## src/rtl/cbc_pkg.sv

```systemverilog
package cbc_pkg;

   localparam int CPU_AW    = 16;
   localparam int ROM_OFS_W = 14;
   localparam int RAM_OFS_W = 13;

   // Which window an address falls in
   typedef enum logic [1:0] {
      RG_FIXED  = 2'd0,
      RG_BANKED = 2'd1,
      RG_XRAM   = 2'd2,
      RG_NONE   = 2'd3
   } cbc_region_e;

   // Which control register a CPU write lands on
   typedef enum logic [1:0] {
      WT_NONE   = 2'd0,
      WT_ENABLE = 2'd1,
      WT_ROMSEL = 2'd2,
      WT_RAMSEL = 2'd3
   } cbc_wtgt_e;

endpackage

```

## src/rtl/cbc_decode.sv

```systemverilog
module cbc_decode
   import cbc_pkg::*;
(
   input  logic [2:0]  addr_top,
   input  logic        wr,
   output cbc_region_e region,
   output cbc_wtgt_e   wtgt
);

   cbc_wtgt_e slot;

   always_comb begin
      region = RG_NONE;
      slot   = WT_NONE;
      unique case (addr_top)
         3'b000: begin region = RG_FIXED;  slot = WT_ENABLE; end
         3'b001: begin region = RG_FIXED;  slot = WT_ROMSEL; end
         3'b010: begin region = RG_BANKED; slot = WT_RAMSEL; end
         3'b011: begin region = RG_BANKED; slot = WT_NONE;   end
         3'b101: begin region = RG_XRAM;   slot = WT_NONE;   end
         default: begin region = RG_NONE;  slot = WT_NONE;   end
      endcase
   end

   assign wtgt = wr ? slot : WT_NONE;

endmodule

```

## src/rtl/cbc_bank_regs.sv

```systemverilog
module cbc_bank_regs
   import cbc_pkg::*;
#(
   parameter int         ROM_BANK_W = 5,
   parameter int         RAM_BANK_W = 2,
   parameter logic [7:0] ENABLE_KEY = 8'h0A,
   parameter bit         REMAP_ZERO = 1'b1
)(
   input  logic                  clk,
   input  logic                  rst_n,
   input  cbc_wtgt_e             wtgt,
   input  logic [7:0]            wdata,
   output logic [ROM_BANK_W-1:0] rom_bank_eff,
   output logic [RAM_BANK_W-1:0] ram_bank,
   output logic                  ram_en
);

   localparam logic [ROM_BANK_W-1:0] ROM_RESET = ROM_BANK_W'(1);

   logic [ROM_BANK_W-1:0] rom_q;
   logic [RAM_BANK_W-1:0] ram_q;
   logic                  en_q;

   always_ff @(posedge clk) begin
      if (!rst_n) begin
         rom_q <= ROM_RESET;
         ram_q <= '0;
         en_q  <= 1'b0;
      end else begin
         unique case (wtgt)
            WT_ENABLE: en_q  <= (wdata == ENABLE_KEY);
            WT_ROMSEL: rom_q <= wdata[ROM_BANK_W-1:0];
            WT_RAMSEL: ram_q <= wdata[RAM_BANK_W-1:0];
            default:   ;
         endcase
      end
   end

   generate
      if (REMAP_ZERO) begin : g_remap
         assign rom_bank_eff = (rom_q == '0) ? ROM_BANK_W'(1) : rom_q;
         // the presented bank is never zero
         a_r4_no_bank_zero: assert property (@(posedge clk) disable iff (!rst_n)
            rom_bank_eff != '0);
      end else begin : g_direct
         assign rom_bank_eff = rom_q;
      end
   endgenerate

   assign ram_bank = ram_q;
   assign ram_en   = en_q;

   // the key value turns RAM on
   a_r6_key_enables: assert property (@(posedge clk) disable iff (!rst_n)
      (wtgt == WT_ENABLE && wdata == ENABLE_KEY) |=> ram_en);

   // any other value turns RAM off
   a_r6_other_disables: assert property (@(posedge clk) disable iff (!rst_n)
      (wtgt == WT_ENABLE && wdata != ENABLE_KEY) |=> !ram_en);

   // the enable moves only on an enable-range write
   a_r6_enable_holds: assert property (@(posedge clk) disable iff (!rst_n)
      (wtgt != WT_ENABLE) |=> $stable(ram_en));

   // a ROM-select write loads the low data bits
   a_r3_rom_sel_loads: assert property (@(posedge clk) disable iff (!rst_n)
      (wtgt == WT_ROMSEL) |=> (rom_q == $past(wdata[ROM_BANK_W-1:0])));

   // a RAM-select write loads the low data bits
   a_r5_ram_sel_loads: assert property (@(posedge clk) disable iff (!rst_n)
      (wtgt == WT_RAMSEL) |=> (ram_bank == $past(wdata[RAM_BANK_W-1:0])));

endmodule

```

## src/rtl/cbc_map.sv

```systemverilog
module cbc_map
   import cbc_pkg::*;
#(
   parameter int         ROM_BANK_W = 5,
   parameter int         RAM_BANK_W = 2,
   parameter logic [7:0] FILL_BYTE  = 8'hFF
)(
   input  logic [ROM_OFS_W-1:0]            offset,
   input  logic                            rd,
   input  logic                            wr,
   input  cbc_region_e                     region,
   input  logic [ROM_BANK_W-1:0]           rom_bank,
   input  logic [RAM_BANK_W-1:0]           ram_bank,
   input  logic                            ram_en,
   output logic [ROM_BANK_W+ROM_OFS_W-1:0] rom_addr,
   output logic                            rom_cs,
   output logic [RAM_BANK_W+RAM_OFS_W-1:0] ram_addr,
   output logic                            ram_cs,
   output logic                            ram_we,
   output logic                            fill_oe,
   output logic [7:0]                      fill_data
);

   logic                  in_rom;
   logic                  in_xram;
   logic [ROM_BANK_W-1:0] bank_sel;

   always_comb begin
      in_rom   = (region == RG_FIXED) || (region == RG_BANKED);
      in_xram  = (region == RG_XRAM);
      bank_sel = (region == RG_BANKED) ? rom_bank : '0;
   end

   assign rom_addr  = {bank_sel, offset};
   assign rom_cs    = rd && !wr && in_rom;
   assign ram_addr  = {ram_bank, offset[RAM_OFS_W-1:0]};
   assign ram_cs    = in_xram && ram_en && (rd || wr);
   assign ram_we    = in_xram && ram_en && wr;
   assign fill_oe   = in_xram && !ram_en && rd && !wr;
   assign fill_data = fill_oe ? FILL_BYTE : 8'h00;

endmodule

```

## src/rtl/cart_bank_ctl.sv

```systemverilog
module cart_bank_ctl
   import cbc_pkg::*;
#(
   parameter int         ROM_BANK_W = 5,
   parameter int         RAM_BANK_W = 2,
   parameter logic [7:0] ENABLE_KEY = 8'h0A,
   parameter logic [7:0] FILL_BYTE  = 8'hFF,
   parameter bit         REMAP_ZERO = 1'b1,
   localparam int        ROM_AW     = ROM_BANK_W + ROM_OFS_W,
   localparam int        RAM_AW     = RAM_BANK_W + RAM_OFS_W
)(
   input  logic              clk,
   input  logic              rst_n,
   input  logic [15:0]       cpu_addr,
   input  logic              cpu_wr,
   input  logic              cpu_rd,
   input  logic [7:0]        cpu_wdata,
   output logic [ROM_AW-1:0] rom_addr,
   output logic              rom_cs,
   output logic [RAM_AW-1:0] ram_addr,
   output logic              ram_cs,
   output logic              ram_we,
   output logic              fill_oe,
   output logic [7:0]        fill_data
);

   generate
      if (ROM_BANK_W < 1 || ROM_BANK_W > 8) begin : g_bad_rom_w
         $error("ROM_BANK_W must lie in 1..8");
      end
      if (RAM_BANK_W < 1 || RAM_BANK_W > 8) begin : g_bad_ram_w
         $error("RAM_BANK_W must lie in 1..8");
      end
      if (CPU_AW != 16) begin : g_bad_aw
         $error("address map assumes a 16-bit CPU bus");
      end
   endgenerate

   cbc_region_e           region;
   cbc_wtgt_e             wtgt;
   logic [ROM_BANK_W-1:0] rom_bank_eff;
   logic [RAM_BANK_W-1:0] ram_bank;
   logic                  ram_en;

   cbc_decode u_decode (
      .addr_top (cpu_addr[15:13]),
      .wr       (cpu_wr),
      .region   (region),
      .wtgt     (wtgt)
   );

   cbc_bank_regs #(
      .ROM_BANK_W (ROM_BANK_W),
      .RAM_BANK_W (RAM_BANK_W),
      .ENABLE_KEY (ENABLE_KEY),
      .REMAP_ZERO (REMAP_ZERO)
   ) u_regs (
      .clk          (clk),
      .rst_n        (rst_n),
      .wtgt         (wtgt),
      .wdata        (cpu_wdata),
      .rom_bank_eff (rom_bank_eff),
      .ram_bank     (ram_bank),
      .ram_en       (ram_en)
   );

   cbc_map #(
      .ROM_BANK_W (ROM_BANK_W),
      .RAM_BANK_W (RAM_BANK_W),
      .FILL_BYTE  (FILL_BYTE)
   ) u_map (
      .offset    (cpu_addr[ROM_OFS_W-1:0]),
      .rd        (cpu_rd),
      .wr        (cpu_wr),
      .region    (region),
      .rom_bank  (rom_bank_eff),
      .ram_bank  (ram_bank),
      .ram_en    (ram_en),
      .rom_addr  (rom_addr),
      .rom_cs    (rom_cs),
      .ram_addr  (ram_addr),
      .ram_cs    (ram_cs),
      .ram_we    (ram_we),
      .fill_oe   (fill_oe),
      .fill_data (fill_data)
   );

   // RAM strobes stay low while RAM is off
   a_r8_quiet_when_off: assert property (@(posedge clk) disable iff (!rst_n)
      !ram_en |-> (!ram_cs && !ram_we));

   // a RAM write is always inside a RAM select
   a_r7_we_within_cs: assert property (@(posedge clk) disable iff (!rst_n)
      ram_we |-> ram_cs);

   // ROM is never selected during a write
   a_r9_rom_read_only: assert property (@(posedge clk) disable iff (!rst_n)
      rom_cs |-> (cpu_rd && !cpu_wr && !cpu_addr[15]));

   // RAM-side strobes only inside the RAM window
   a_r10_ram_window_only: assert property (@(posedge clk) disable iff (!rst_n)
      (ram_cs || fill_oe) |-> (cpu_addr[15:13] == 3'b101));

   // fixed window always carries a zero bank field
   a_r2_fixed_bank_zero: assert property (@(posedge clk) disable iff (!rst_n)
      (cpu_addr[15:14] != 2'b01) |-> (rom_addr[ROM_AW-1:ROM_OFS_W] == '0));

   // fill strobe and ram select never overlap
   a_r8_fill_exclusive: assert property (@(posedge clk) disable iff (!rst_n)
      $countones({fill_oe, ram_cs}) <= 1);

endmodule

```

## config.mk

```make
export PLATFORM = sky130hd
export DESIGN_NAME = cart_bank_ctl
export DESIGN_NICKNAME = d
export VERILOG_FILES = /design/src/rtl/cbc_pkg.sv /design/src/rtl/cbc_decode.sv /design/src/rtl/cbc_bank_regs.sv /design/src/rtl/cbc_map.sv /design/src/rtl/cart_bank_ctl.sv
export SDC_FILE = /design/constraint.sdc
export NUM_CORES = 1
export LEC_CHECK = 0
export ABC_CLOCK_PERIOD_IN_PS = 2600
export CAP_MARGIN = 20
export CORE_AREA = 2 2 55 51
export DETAILED_ROUTE_END_ITERATION = 6
export DIE_AREA = 0 0 57 53
export GPL_TIMING_DRIVEN = 0
export PLACE_DENSITY = 0.81
export SYNTH_ARGS = -nofsm -noshare
export SYNTH_HDL_FRONTEND = slang
export SYNTH_SLANG_ARGS = --single-unit
```

## constraint.sdc

```tcl
create_clock -name clk -period 2.6 [get_ports clk]
set_input_delay 0.26 -clock clk [delete_from_list [all_inputs] [get_ports clk]]
set_output_delay 0.26 -clock clk [all_outputs]
set_load 0.02 [all_outputs]
```

==> impl_metrics.json <==
{
  "insertion_delay_ns": 0.25,
  "rows": 17,
  "cts_setup_buffers": 0,
  "die_h_um": 53,
  "drtIter0Drc": 2,
  "antenna_left": 0,
  "drtPass1Iterations": 3,
  "status": "finished, final reports clean",
  "cp.required_ns": 2.34,
  "io_pins": 74,
  "grt_usage_pct": 13.52,
  "area_growth_pct": 93.60,
  "p_per_area_nw_per_um2": 283.0,
  "synthSimpleGateAreaFrac_pct": 25.09,
  "r2r_cells": 2,
  "finClkSkew_ns": 0,
  "cts_tree": "yes",
  "core_um2": 2425,
  "synth-xor-area-share_pct": 0,
  "ys_warn_count": 0,
  "leakagePower_nw": 0.5682,
  "dp_hpwl_mm": 1.763,
  "drive_above_1_share_pct": 29.79,
  "rsz0062_at_grt": "false",
  "wl_per_cell_um": 11.93,
  "drc": 0,
  "end_kind": "primary output",
  "htree_num_levels": 1,
  "yosysTopAreaCellShare_pct": 37.37,
  "die_w_um": 57,
  "synth_compound_area_share_pct": 3.203,
  "holdWs_ns": 0.4919,
  "port_buffers": 60,
  "hold_buffers": 0,
  "viasPerCell": 4.136,
  "gp_congestion": 0.6528,
  "min_period_ns": 2.390,
  "clk_pin_slew_ns": 0.05,
  "grt_pass1_vias": 692,
  "grt_max_degree": 10,
  "synth_area_leaders": "buf_4 37%, dfxtp_1 23%, mux2i_1 10%",
  "crit_path_start_kind": "input pin",
  "synth_edf_count": 0,
  "synth_nets": 106,
  "synth_top_area_cell": "buf_4",
  "total_power_mw": 0.3852,
  "ys_ff_latch": 8,
  "slew_violations": 0,
  "start_util_pct": 29.00,
  "finalCritPeriodShare_pct": 91.92,
  "avgSynthCellArea_um2": 9.015,
  "worstPathCellList": "clkdlybuf4s50_1, and3b_1, and4bb_2, buf_4, clkdlybuf4s50_1",
  "syn_inst": 78,
  "timing.fmax_mhz": 418.4,
  "hold_viol_final": 0,
  "globalRoute.totalOverflow": 0,
  "relSlewSlack_pct": 72.09,
  "ys_types": 18,
  "drv_cap": 0,
  "synth-adder-area-share_pct": 0,
  "antenna_found_initial": 0,
  "synthTopCellsByCount": "35 x buf_4, 8 x dfxtp_1, 7 x mux2i_1, 7 x nor2b_1, 4 x and2_1",
  "crit_slowest_cell": "clkdlybuf4s50_1",
  "grt_first_pass_wirelength_mm": 3.111,
  "finalSetupViolCount": 0,
  "cp_slowest_stage_delay_ns": 0.61,
  "cts_sinks": 8,
  "cp_max_fo": 9,
  "pre_cts_ws_ns": 0.2204,
  "wl_mm": 2.017,
  "tns_ns": 0,
  "worstHoldPathType": "reg -> reg",
  "die_area_um2": 3021,
  "worst_slack_ns": 0.2101,
  "synth_async_sr_flop_share_pct": 0,
  "critPathKind": "in -> out",
  "cts.repair.resized": 0,
  "synthMuxAreaShare_pct": 9.964,
  "synth_flop_cell": "dfxtp_1",
  "root_buffer": "clkbuf_4",
  "diodes": 0,
  "tightest_slew_ns": 0.4129,
  "yosysSeqAreaShare_pct": 22.78,
  "vias": 699,
  "cts_buffers": 3,
  "cp.arrival_ns": 2.13,
  "hold_depth": 2,
  "yosysMostFrequentCell": "buf_4",
  "crit_top_cell": "clkdlybuf4s50_1",
  "synth_top_family_by_area": "buffers and inverters",
  "worst_ir_drop_vdd_uv": 187.2,
  "fin_nets": 171,
  "cts_buffer_depth": 2,
  "syn_area_um2": 703.2
}
-- sequential cells by signal, summed over array words and instances (netlist names) --
| name | cells |
|---|---|
| u_regs.rom_q | 5 |
| u_regs.ram_bank | 2 |
| u_regs.ram_en | 1 |
-- critical path: cells and delay by family --
family | cells | cell delay (ns)
buffers and inverters | 3 | 1.29
and+or+nand+nor | 2 | 0.57
-- logic make-up (layout without fill, tap and decap cells) --
logic type,count (synthesis),after routing
buf+inv,36,99
simple gates,24,24
flops,8,8
mux,7,7
compound gates,3,3
-- cells in the final DEF (no fill, tap or decap), types with 2 or more instances in the layout --
cell type	count
and2_1	4
and4bb_2	2
buf_4	35
clkbuf_4	3
clkdlybuf4s50_1	60
dfxtp_1	8
mux2i_1	7
nand2_1	2
nor2b_1	7
nor4b_1	3
-- stage by stage --
stage	util, %	std cells	instance area, µm²
global placement	55.21	166	1339
finish	56.14	169	1361
CTS	56.14	169	1361
floorplan	-	78	703.2
detailed placement	55.21	166	1339
global route	56.14	169	1361
-- worst paths after layout --
path                                      start              end  slack (ns)
worst max-delay path               cpu_addr[15]     fill_data[0]        0.21
worst max register to register  u_regs.rom_q[0]  u_regs.rom_q[0]        1.98
worst min register to register  u_regs.rom_q[0]  u_regs.rom_q[0]        0.49
worst min-delay path            u_regs.rom_q[0]  u_regs.rom_q[0]        0.49
-- layout make-up --
type | count | area (µm²)
fillers | 227 | 1064
multi-input cells | 34 | 269.0
repair buffers | 60 | 600.6
plain buffers | 36 | 274.0
well taps | 28 | 35.03
clock buffers | 3 | 22.52
flip-flops and latches | 8 | 160.2
-- report_power, final --
group	switching (mW)	leakage, nW	total (mW)	internal, mW
Sequential	0.00145	0.0647	0.127	0.125
Combinational	0.0648	0.490	0.164	0.0995
Clock	0.0415	0.0138	0.0943	0.0528
-- metal layers --
metal | share of wire, % | wire, µm | track usage (%) | vias up
met5 | 0 | 0 | 0 | -
met3 | 7.4 | 150 | 5.379 | 5
met1 | 33 | 672 | 12.70 | 311
met2 | 58 | 1168 | 26.63 | 28
li1 | - | - | - | 355
met4 | 1.2 | 25 | 4.651 | 0
Note: power is estimated with default switching activity, not from simulation.
